==> src/rtl/deframer_pkg.sv <==
// deframer_pkg: constants, state encoding and helpers shared by the deframer.
// Assumes line bytes carry the earliest bit in bit 0.
package deframer_pkg;
    localparam int BYTE_W = 8;
    localparam int POS_W  = 4;
    localparam logic [15:0] SYNC_WORD = 16'hB24D;
    localparam logic [15:0] CRC_POLY  = 16'h1021;

    typedef enum logic [2:0] {
        ST_IDLE,
        ST_HUNT,
        ST_LEN,
        ST_DATA,
        ST_CHK,
        ST_FULL
    } dfr_state_e;

    // Turn a line byte into most-significant-first order.
    function automatic logic [BYTE_W-1:0] rev8(input logic [BYTE_W-1:0] b);
        logic [BYTE_W-1:0] r;
        for (int i = 0; i < BYTE_W; i++) r[i] = b[BYTE_W-1-i];
        return r;
    endfunction
endpackage

==> src/rtl/dfr_sync_hunter.sv <==
// dfr_sync_hunter: shifts one reordered byte through the 16-bit history, one
// bit at a time, and reports the first bit position (1..8) at which the
// history equals the sync word. Purely combinational.
module dfr_sync_hunter
    import deframer_pkg::*;
(
    input  logic [15:0]       sr_in,
    input  logic [BYTE_W-1:0] msb_byte,
    output logic [15:0]       sr_out,
    output logic              hit,
    output logic [POS_W-1:0]  hit_pos
);
    logic [15:0] stage [0:BYTE_W];

    assign stage[0] = sr_in;

    for (genvar gi = 0; gi < BYTE_W; gi++) begin : g_bit
        assign stage[gi+1] = {stage[gi][14:0], msb_byte[BYTE_W-1-gi]};
    end

    assign sr_out = stage[BYTE_W];

    // Earliest matching bit position wins.
    always_comb begin
        hit     = 1'b0;
        hit_pos = '0;
        for (int i = BYTE_W; i >= 1; i--) begin
            if (stage[i] == SYNC_WORD) begin
                hit     = 1'b1;
                hit_pos = POS_W'(i);
            end
        end
    end
endmodule

==> src/rtl/dfr_byte_packer.sv <==
// dfr_byte_packer: joins the leftover bits of the previous line byte with the
// head of the current one. offs (1..8) is how many bits of the current byte
// complete the output byte; 8 means the stream is byte aligned.
module dfr_byte_packer
    import deframer_pkg::*;
(
    input  logic [BYTE_W-1:0] part,
    input  logic [BYTE_W-1:0] msb_byte,
    input  logic [POS_W-1:0]  offs,
    output logic [BYTE_W-1:0] packed_byte
);
    logic [2*BYTE_W-1:0] joined;

    // Take the byte that ends offs bits into the current line byte.
    always_comb begin
        joined      = {part, msb_byte} >> (POS_W'(BYTE_W) - offs);
        packed_byte = joined[BYTE_W-1:0];
    end
endmodule

==> src/rtl/dfr_crc16.sv <==
// dfr_crc16: one-byte step of a 16-bit CRC, most significant bit first.
// Purely combinational; the caller holds the running value.
module dfr_crc16
    import deframer_pkg::*;
(
    input  logic [15:0]       crc_in,
    input  logic [BYTE_W-1:0] data,
    output logic [15:0]       crc_out
);
    logic [15:0] c [0:BYTE_W];

    assign c[0] = crc_in;

    for (genvar gi = 0; gi < BYTE_W; gi++) begin : g_step
        assign c[gi+1] = {c[gi][14:0], 1'b0}
                       ^ ((c[gi][15] ^ data[BYTE_W-1-gi]) ? CRC_POLY : 16'h0000);
    end

    assign crc_out = c[BYTE_W];
endmodule

==> src/rtl/sync_deframer.sv <==
// sync_deframer: hunts a received line-byte stream for the sync word at any
// bit offset, then realigns and stores length, payload and check bytes into an
// external buffer, flags completion and the CRC result.
// Assumes byte_valid is never high on two consecutive cycles.
module sync_deframer
    import deframer_pkg::*;
#(
    parameter int BUF_DEPTH = 260,
    localparam int AW = $clog2(BUF_DEPTH + 1)
) (
    input  logic              clk,
    input  logic              rst_n,
    input  logic              restart,
    input  logic              byte_valid,
    input  logic [BYTE_W-1:0] line_byte,
    output logic              wr_en,
    output logic [AW-1:0]     wr_addr,
    output logic [BYTE_W-1:0] wr_data,
    output logic [8:0]        frame_len,
    output logic              frame_done,
    output logic              crc_ok
);
    dfr_state_e        state;
    logic [15:0]       sr, sr_h;
    logic [BYTE_W-1:0] part, msb, packed_byte;
    logic [POS_W-1:0]  offs, hit_pos;
    logic [AW-1:0]     ptr;
    logic [7:0]        rem;
    logic              chk_hi, sync_pend, hit;
    logic [15:0]       crc, crc_nx;
    logic              room;

    assign msb  = rev8(line_byte);
    assign room = ptr < AW'(BUF_DEPTH);

    dfr_sync_hunter u_hunt (
        .sr_in(sr), .msb_byte(msb), .sr_out(sr_h), .hit(hit), .hit_pos(hit_pos)
    );

    dfr_byte_packer u_pack (
        .part(part), .msb_byte(msb), .offs(offs), .packed_byte(packed_byte)
    );

    dfr_crc16 u_crc (
        .crc_in(crc), .data(packed_byte), .crc_out(crc_nx)
    );

    // Frame state machine, buffer write port and result flags.
    always_ff @(posedge clk) begin
        if (!rst_n) begin
            state      <= ST_IDLE;
            sr         <= '0;
            part       <= '0;
            offs       <= POS_W'(BYTE_W);
            ptr        <= '0;
            rem        <= '0;
            chk_hi     <= 1'b0;
            sync_pend  <= 1'b0;
            crc        <= '0;
            wr_en      <= 1'b0;
            wr_addr    <= '0;
            wr_data    <= '0;
            frame_len  <= '0;
            frame_done <= 1'b0;
            crc_ok     <= 1'b0;
        end else begin
            wr_en <= 1'b0;
            if (restart) begin
                state      <= ST_IDLE;
                sync_pend  <= 1'b0;
                frame_len  <= '0;
                frame_done <= 1'b0;
                crc_ok     <= 1'b0;
            end else begin
                if (sync_pend) begin
                    sync_pend <= 1'b0;
                    wr_en     <= 1'b1;
                    wr_addr   <= AW'(1);
                    wr_data   <= SYNC_WORD[7:0];
                end
                if (byte_valid) begin
                    unique case (state)
                        ST_IDLE: begin
                            if (line_byte != '0) begin
                                sr    <= {8'h00, msb};
                                state <= ST_HUNT;
                            end
                        end
                        ST_HUNT: begin
                            if (line_byte == '0) begin
                                state <= ST_IDLE;
                            end else begin
                                sr <= sr_h;
                                if (hit) begin
                                    state     <= ST_LEN;
                                    offs      <= hit_pos;
                                    part      <= msb;
                                    ptr       <= AW'(2);
                                    crc       <= '0;
                                    frame_len <= '0;
                                    wr_en     <= 1'b1;
                                    wr_addr   <= '0;
                                    wr_data   <= SYNC_WORD[15:8];
                                    sync_pend <= 1'b1;
                                end
                            end
                        end
                        ST_LEN, ST_DATA, ST_CHK: begin
                            if (!room) begin
                                state <= ST_IDLE;
                            end else begin
                                wr_en   <= 1'b1;
                                wr_addr <= ptr;
                                wr_data <= packed_byte;
                                part    <= msb;
                                ptr     <= ptr + AW'(1);
                                crc     <= crc_nx;
                                if (state == ST_LEN) begin
                                    frame_len <= 9'(packed_byte) + 9'd4;
                                    chk_hi    <= 1'b0;
                                    if (packed_byte <= 8'd1) begin
                                        state <= ST_CHK;
                                    end else begin
                                        state <= ST_DATA;
                                        rem   <= packed_byte - 8'd1;
                                    end
                                end else if (state == ST_DATA) begin
                                    rem <= rem - 8'd1;
                                    if (rem == 8'd1) state <= ST_CHK;
                                end else begin
                                    chk_hi <= 1'b1;
                                    if (chk_hi) begin
                                        state      <= ST_FULL;
                                        frame_done <= 1'b1;
                                        crc_ok     <= (crc_nx == 16'h0000);
                                    end
                                end
                            end
                        end
                        default: ;
                    endcase
                end
            end
        end
    end

    // input assumption: line bytes are separated by idle cycles
    byte_gap_chk: assert property (@(posedge clk) disable iff (!rst_n)
        byte_valid |=> !byte_valid);


    sync_tail_chk: assert property (@(posedge clk) disable iff (!rst_n)
        (wr_en && wr_addr == '0 && !restart) |=> (wr_en && wr_addr == AW'(1) && wr_data == 8'h4D));


    crc_flag_chk: assert property (@(posedge clk) disable iff (!rst_n)
        crc_ok |-> frame_done);


    done_hold_chk: assert property (@(posedge clk) disable iff (!rst_n)
        (frame_done && !restart) |=> frame_done);


    full_quiet_chk: assert property (@(posedge clk) disable iff (!rst_n)
        frame_done |=> !wr_en);


    restart_clear_chk: assert property (@(posedge clk) disable iff (!rst_n)
        restart |=> (!frame_done && !crc_ok && frame_len == '0));


    addr_bound_chk: assert property (@(posedge clk) disable iff (!rst_n)
        wr_en |-> (wr_addr < AW'(BUF_DEPTH)));
endmodule

==> config.mk <==
export PLATFORM = sky130hd
export DESIGN_NAME = sync_deframer
export DESIGN_NICKNAME = d
export VERILOG_FILES = /design/src/rtl/deframer_pkg.sv /design/src/rtl/dfr_sync_hunter.sv /design/src/rtl/dfr_byte_packer.sv /design/src/rtl/dfr_crc16.sv /design/src/rtl/sync_deframer.sv
export SDC_FILE = /design/constraint.sdc
export NUM_CORES = 1
export LEC_CHECK = 0
export ABC_AREA = 1
export BUFFER_PORTS_ARGS = -buffer_cell sky130_fd_sc_hd__buf_2
export CORE_ASPECT_RATIO = 0.6
export CORE_UTILIZATION = 55
export CTS_BUF_LIST = sky130_fd_sc_hd__clkbuf_2 sky130_fd_sc_hd__clkbuf_4 sky130_fd_sc_hd__clkbuf_8
export CTS_CLUSTER_DIAMETER = 120
export DETAILED_ROUTE_END_ITERATION = 10
export PLACE_DENSITY = 0.72
export SYNTH_ARGS = -nofsm -noshare
export SYNTH_HDL_FRONTEND = slang
export SYNTH_SLANG_ARGS = --single-unit
==> constraint.sdc <==
create_clock -name clk -period 3.5 [get_ports clk]
set_input_delay 0.7 -clock clk [delete_from_list [all_inputs] [get_ports clk]]
set_output_delay 0.7 -clock clk [all_outputs]
set_load 0.03 [all_outputs]
==> results.py, run 1 <==
metrics = {
    "grt": {
        "via_count_of_the_first_global_routing_pass": 5470,
        "globalRouteTotalUtil": 0.307,
        "grt_remaining_overflow": 0,
        "maximum_number_of_pins_on_one_net_before_global_route_repair": 36,
        "grt_first_pass_wirelength_mm": 27.6,
        "grt_antenna_before_repair": 0,
    },
    "timing": {
        "grt_setup_unrepaired": "no",
        "worst-slew-pin-transition_ps": 575,
        "clock_skew_ps": 13.3,
        "period_needed_ps": 3100,
        "setup_violations": 0,
        "max_freq_mhz": 323,
        "worst_slew_margin_rel": 0.616,
        "drv_slew": 0,
        "hold_viol": 0,
        "setup_total_negative_slack_ps": 0,
        "fin_crit_share": 0.885,
    },
    "placement": {
        "placed_cells": 1109,
        "routability_cong": 0.951,
        "port_buffers": 40,
        "hpwlAfterDp_mm": 12.6,
    },
    "clock_network": {
        "cts_inserted_buffers": 9,
        "cts-hold-fix-buffers": 0,
        "clock_tree_from_tritoncts": "done",
        "post_cts_resize_count": 0,
        "clock_tree_root": "clkbuf_8",
        "worstSkewPairLatency_ps": 390,
        "worst_setup_hold_path_clk_slew_ps": 100,
        "cts_post_setup_buffers_inserted": 0,
        "cts_num_sinks": 94,
        "cts-root-to-sink-buffers": 2,
        "cts_max_level": 3,
    },
    "synthesis": {
        "synth.avg_cell_area_um2": 6.39,
        "synth_enable_flop_cells": 0,
        "number_of_standard_cells_after_synthesis": 949,
        "synth.yosys.warnings": 0,
        "dominant_cell_by_count_in_the_synthesized_netlist": "nand2_1",
        "ys.flop_type": "dfxtp_1",
        "ys_top_cells_by_area": "dfxtp_1, nand2_1, nand3_1",
        "synth_cell_types": 47,
        "synth_top_area_cell": "dfxtp_1",
        "synth-async-reset-ratio": 0,
        "post_synthesis_net_count": 969,
        "cell_area_after_technology_mapping_um2": 6070,
        "ys_ff_latch": 94,
        "seq_area_frac_synth": 0.310,
        "synth_top_area_share": 0.310,
        "yosys-top-cells-count": "nand2_1, nand3_1, dfxtp_1",
    },
    "worst_setup_path": {
        "timing.critical_path.to": "rem[6]",
        "setup.reg_to_reg.worst_slack_ps": 400,
        "timing.critical_path.from": "offs[0]",
        "worst-endpoint-required_ps": 3780,
        "r2r_end": "rem[6]",
        "startpoint_type_of_the_worst_setup_path": "register",
        "crit_fanout": 21,
        "launch_instance_of_the_worst_register_to_register_path": "offs[0]",
        "critPathKind": "register to register",
        "arrival_ps": 3370,
        "worst-r2r-cell-count": 18,
        "critical_path_capture_point_type": "register",
    },
    "job": {
        "maxCapViolCount": 0,
    },
    "power": {
        "netSwitchingFraction": 0.336,
        "irDropWorstVdd_uv": 237,
        "p_per_area_nw_per_um2": 382,
        "fin_total_pwr_mw": 2.52,
        "cell_internal_pwr_mw": 1.67,
        "comb_power_share": 0.229,
        "clockPowerShare": 0.330,
        "leakage_dissipation_nw": 2.83,
        "power_switching_mw": 0.847,
        "power_frac_seq": 0.440,
    },
    "route": {
        "num_vias": 6342,
        "vias_per_cell": 5.64,
        "wl_per_cell_um": 14.9,
        "number_of_violations_reported_at_the_end_of_detailed_routing_iteration_0": 668,
        "detailedRoute.firstPassIterationCount": 7,
        "ant_nets": 0,
        "detail_route.wirelength_mm": 16.8,
        "route.detailed.drc": 0,
    },
    "cells_and_area": {
        "antennaDiodeCount": 0,
        "final-seq-area_um2": 1880,
        "syn2layout_area_growth_pct": 8.91,
        "layout.nets": 1001,
        "layout.cells.non_filler": 1125,
        "layout_cell_share_with_drive_strength_beyond_1": 0.146,
        "multiInputGateArea_um2": 3690,
        "fill_count": 1039,
    },
    "die": {
        "fp.coreArea_um2": 10600,
        "design.portCount": 41,
        "floorplan.initialDensity": 0.571,
        "die_width_um": 138,
        "die-area_um2": 11500,
        "chip_height_um": 83.4,
        "std_cell_rows": 29,
    },
    "hold_path": {
        "hold_path.class": "register to register",
    },
    "outcome": {
        "run_status": "complete, no violations",
    },
}
## worst min-delay path by stage
stage	startpoint	end	slack, ps	depth (start not counted)
finish	frame_len[2]	frame_len[2]	470	2
global route	frame_len[7]	frame_len[7]	480	2
CTS	frame_len[3]	frame_len[3]	470	2
detailed placement	frame_len[3]	frame_len[3]	450	2
global placement	frame_done	frame_done	450	1
floorplan	sr[11]	sr[11]	450	2
## layer usage
metal  vias up  track usage  routed length, um
li1       3216            -                  -
met1      2816        0.488               8630
met2       293        0.412               6450
met3        17       0.0647               1550
met4         0       0.0669                161
met5         -            0                  0
## cell usage in the layout, fill, tap and decap left out, types with 4 or more instances in the layout
| cell type | n |
|---|---|
| nand3_1 | 104 |
| nand2_4 | 8 |
| a31oi_1 | 5 |
| inv_1 | 78 |
| o21ai_0 | 56 |
| a21oi_1 | 81 |
| ha_1 | 8 |
| nor3_1 | 13 |
| nand2_1 | 273 |
| nor2_1 | 69 |
| nor4_1 | 9 |
| buf_4 | 16 |
| nor2_2 | 5 |
| inv_2 | 4 |
| nand3_2 | 16 |
| dfxtp_1 | 94 |
| buf_2 | 40 |
| clkbuf_8 | 9 |
| xor2_1 | 7 |
| nand4_1 | 18 |
| nand3b_1 | 6 |
| nand2_2 | 27 |
## through the flow
stage	util	instance area [um^2]	worst slack (ps)	hold slack [ps]
after floorplan	-	6070	634	445
after global placement	0.601	6390	399	454
after detailed placement	0.601	6390	346	453
after CTS	0.622	6610	461	469
after global routing	0.622	6610	77.9	485
final	0.622	6610	402	466
## power groups by stage
stage | Combinational [mW] | Sequential (mW) | Clock [mW]
after floorplan | 0.421 | 1.14 | 0
after detailed placement | 0.565 | 1.13 | 0
after global placement | 0.563 | 1.13 | 0
final | 0.579 | 1.11 | 0.833
after global routing | 0.649 | 1.11 | 0.878
after CTS | 0.568 | 1.11 | 0.843
## logic make-up (layout without fill, tap and decap cells)
group | Yosys count | count (layout) | share of synthesized area
compound gates | 159 | 159 | 0.140
xor+xnor | 11 | 11 | 0.0184
fa+ha+maj | 8 | 8 | 0.0165
buf+inv | 120 | 157 | 0.0829
flops | 94 | 94 | 0.310
simple gates | 557 | 557 | 0.432
## state kept, by name (all words and copies together), names as in the netlist, 8 cells and up
register and flops:
wr_data 8, sr 15, rem 8, ptr 9, part 8, wr_addr 9, frame_len 9, crc 16
## critical path, stage by stage (launching register included)
cell	delay (ps)
dfxtp_1	380
inv_4	110
ha_1	320
inv_1	320
nand3_1	130
nand2_1	140
nand2_1	60
nand3_1	120
nand2_1	120
inv_1	160
ha_1	250
o21a_1	160
nand4_1	110
nand2_2	190
inv_2	110
o21ai_2	60
nor2_1	60
a21oi_1	120
nor2_1	50
## layout make-up
cell class | instances | share of cell area
clock buffer | 10 | 0.0199
sequential | 94 | 0.285
clock inverter | 6 | 0.0138
timing repair buffer | 56 | 0.0485
multi-input combinational | 735 | 0.558
tap | 139 | 0.0263
inverter | 85 | 0.0487
(Power assumes the default switching activity.)
==> run 2, diff against run 1 <==
- CELL_PAD_IN_SITES_DETAIL_PLACEMENT: default -> 1
- CELL_PAD_IN_SITES_GLOBAL_PLACEMENT: default -> 2
- CORE_UTILIZATION: 55 -> 35
- PLACE_DENSITY: 0.72 -> 0.81
==> results.py, run 2 (synthesized netlist as in run 1, its figures left out) <==
metrics = {
    "die": {
        "floorplan.initialDensity": 0.366,
        "die_width_um": 172,
        "chip_height_um": 104,
        "die-area_um2": 17900,
        "design.portCount": 41,
        "fp.coreArea_um2": 16600,
        "std_cell_rows": 36,
    },
    "worst_setup_path": {
        "crit_fanout": 9,
        "critical_path_capture_point_type": "register",
        "arrival_ps": 3370,
        "startpoint_type_of_the_worst_setup_path": "register",
        "worst-endpoint-required_ps": 3770,
        "critPathKind": "register to register",
    },
    "cells_and_area": {
        "multiInputGateArea_um2": 3690,
        "final_cell_mix": "nand2_1, nand3_1, dfxtp_1",
        "layout_cell_share_with_drive_strength_beyond_1": 0.147,
        "syn2layout_area_growth_pct": 10.1,
        "top_regs": "crc (16), sr (15)",
        "layout.nets": 1002,
        "final-seq-area_um2": 1880,
        "largest_register_ffs": 16,
        "leading_cell_type_in_the_layout_fill_and_taps_excluded": "nand2_1",
        "largest-register": "crc",
        "fill_count": 2234,
        "antennaDiodeCount": 0,
    },
    "job": {
        "maxCapViolCount": 0,
    },
    "timing": {
        "setup_total_negative_slack_ps": 0,
        "clock_skew_ps": 16.3,
        "fin_crit_share": 0.885,
        "drv_slew": 0,
        "max_freq_mhz": 323,
        "hold_viol": 0,
        "worst-slew-pin-transition_ps": 763,
        "hold-worst-slack_ps": 470,
        "setup_violations": 0,
        "period_needed_ps": 3100,
        "worst_slew_margin_rel": 0.491,
        "grt_setup_unrepaired": "no",
    },
    "grt": {
        "globalRouteTotalUtil": 0.248,
        "grt_first_pass_wirelength_mm": 34.7,
        "maximum_number_of_pins_on_one_net_before_global_route_repair": 36,
        "via_count_of_the_first_global_routing_pass": 6259,
        "grt_remaining_overflow": 0,
        "grt_antenna_before_repair": 0,
    },
    "route": {
        "number_of_violations_reported_at_the_end_of_detailed_routing_iteration_0": 409,
        "detail_route.wirelength_mm": 20.8,
        "num_vias": 6397,
        "ant_nets": 0,
        "detailedRoute.firstPassIterationCount": 5,
        "route.detailed.drc": 0,
        "wl_per_cell_um": 17.1,
        "vias_per_cell": 5.27,
    },
    "outcome": {
        "run_status": "complete, no violations",
    },
    "clock_network": {
        "clock_tree_from_tritoncts": "done",
        "cts_max_level": 3,
        "worstSkewPairLatency_ps": 390,
        "cts_inserted_buffers": 9,
        "clock_tree_root": "clkbuf_8",
        "cts-root-to-sink-buffers": 2,
        "cts_post_setup_buffers_inserted": 0,
        "cts_num_sinks": 94,
        "post_cts_resize_count": 0,
        "cts-hold-fix-buffers": 0,
        "worst_setup_hold_path_clk_slew_ps": 110,
    },
    "hold_path": {
        "hold_path.class": "register to register",
    },
    "power": {
        "leakage_dissipation_nw": 2.81,
        "p_per_area_nw_per_um2": 365,
        "irDropWorstVdd_uv": 172,
        "fin_total_pwr_mw": 2.44,
    },
    "placement": {
        "routability_cong": 0.856,
        "port_buffers": 40,
        "hpwlAfterDp_mm": 16.1,
    },
}
run 2: cell types whose count changed in the layout (fill, tap and decap cells not counted), sizes merged:
cell      previous run  this run
clkinvlp             0         3
bufinv               2         0
buf                 56        57
inv                 85        84
run 2: layout make-up:
class | instances | share of cell area
multi-input combinational | 735 | 0.552
sequential | 94 | 0.282
timing repair buffer | 57 | 0.0490
inverter | 85 | 0.0481
tap | 228 | 0.0427
clock buffer | 10 | 0.0197
clock inverter | 6 | 0.00711
run 2: metrics by stage:
stage | setup slack [ps] | cell area [um^2] | utilization | instances
floorplan | 634 | 6070 | - | 949
global placement | 124 | 6500 | 0.392 | 1199
detailed placement | 165 | 6500 | 0.392 | 1199
CTS | 462 | 6680 | 0.403 | 1215
global route | 149 | 6680 | 0.403 | 1215
finish | 402 | 6680 | 0.403 | 1215
run 2: critical path, stage by stage (launching register included):
cell	delay [ps]
dfxtp_1	390
inv_4	40
ha_1	310
inv_1	270
nand3_1	140
nand2_1	140
nand2_1	70
nand3_1	150
nand2_1	120
inv_1	170
ha_1	260
o21a_1	150
nand4_1	120
nand2_2	210
inv_2	120
o21ai_2	80
nor2_1	60
a21oi_1	130
nor2_1	50
run 2: power breakdown:
group / leakage [nW] / total (mW) / internal (mW) / switching (mW)
combinational: 1.96 / 0.605 / 0.173 / 0.432
clock: 0.0838 / 0.725 / 0.272 / 0.453
sequential: 0.761 / 1.11 / 1.09 / 0.0218
run 2: layer usage:
| metal | track usage | vias to the layer above | part of all wire |
|---|---|---|---|
| li1 | - | 3204 | - |
| met1 | 0.402 | 3082 | 0.57 |
| met2 | 0.339 | 102 | 0.39 |
| met3 | 0.0346 | 9 | 0.031 |
| met4 | 0.0398 | 0 | 0.0059 |
| met5 | 0 | - | 0 |
run 2: path summary, 6_finish.rpt:
kind | start | endpoint | slack [ps] | cells past startpoint
hold / removal | frame_len[1] | frame_len[1] | 470 | 2
setup reg to reg | offs[0] | rem[6] | 400 | 18
setup / recovery | offs[0] | rem[6] | 400 | 18
hold reg to reg | frame_len[1] | frame_len[1] | 470 | 2
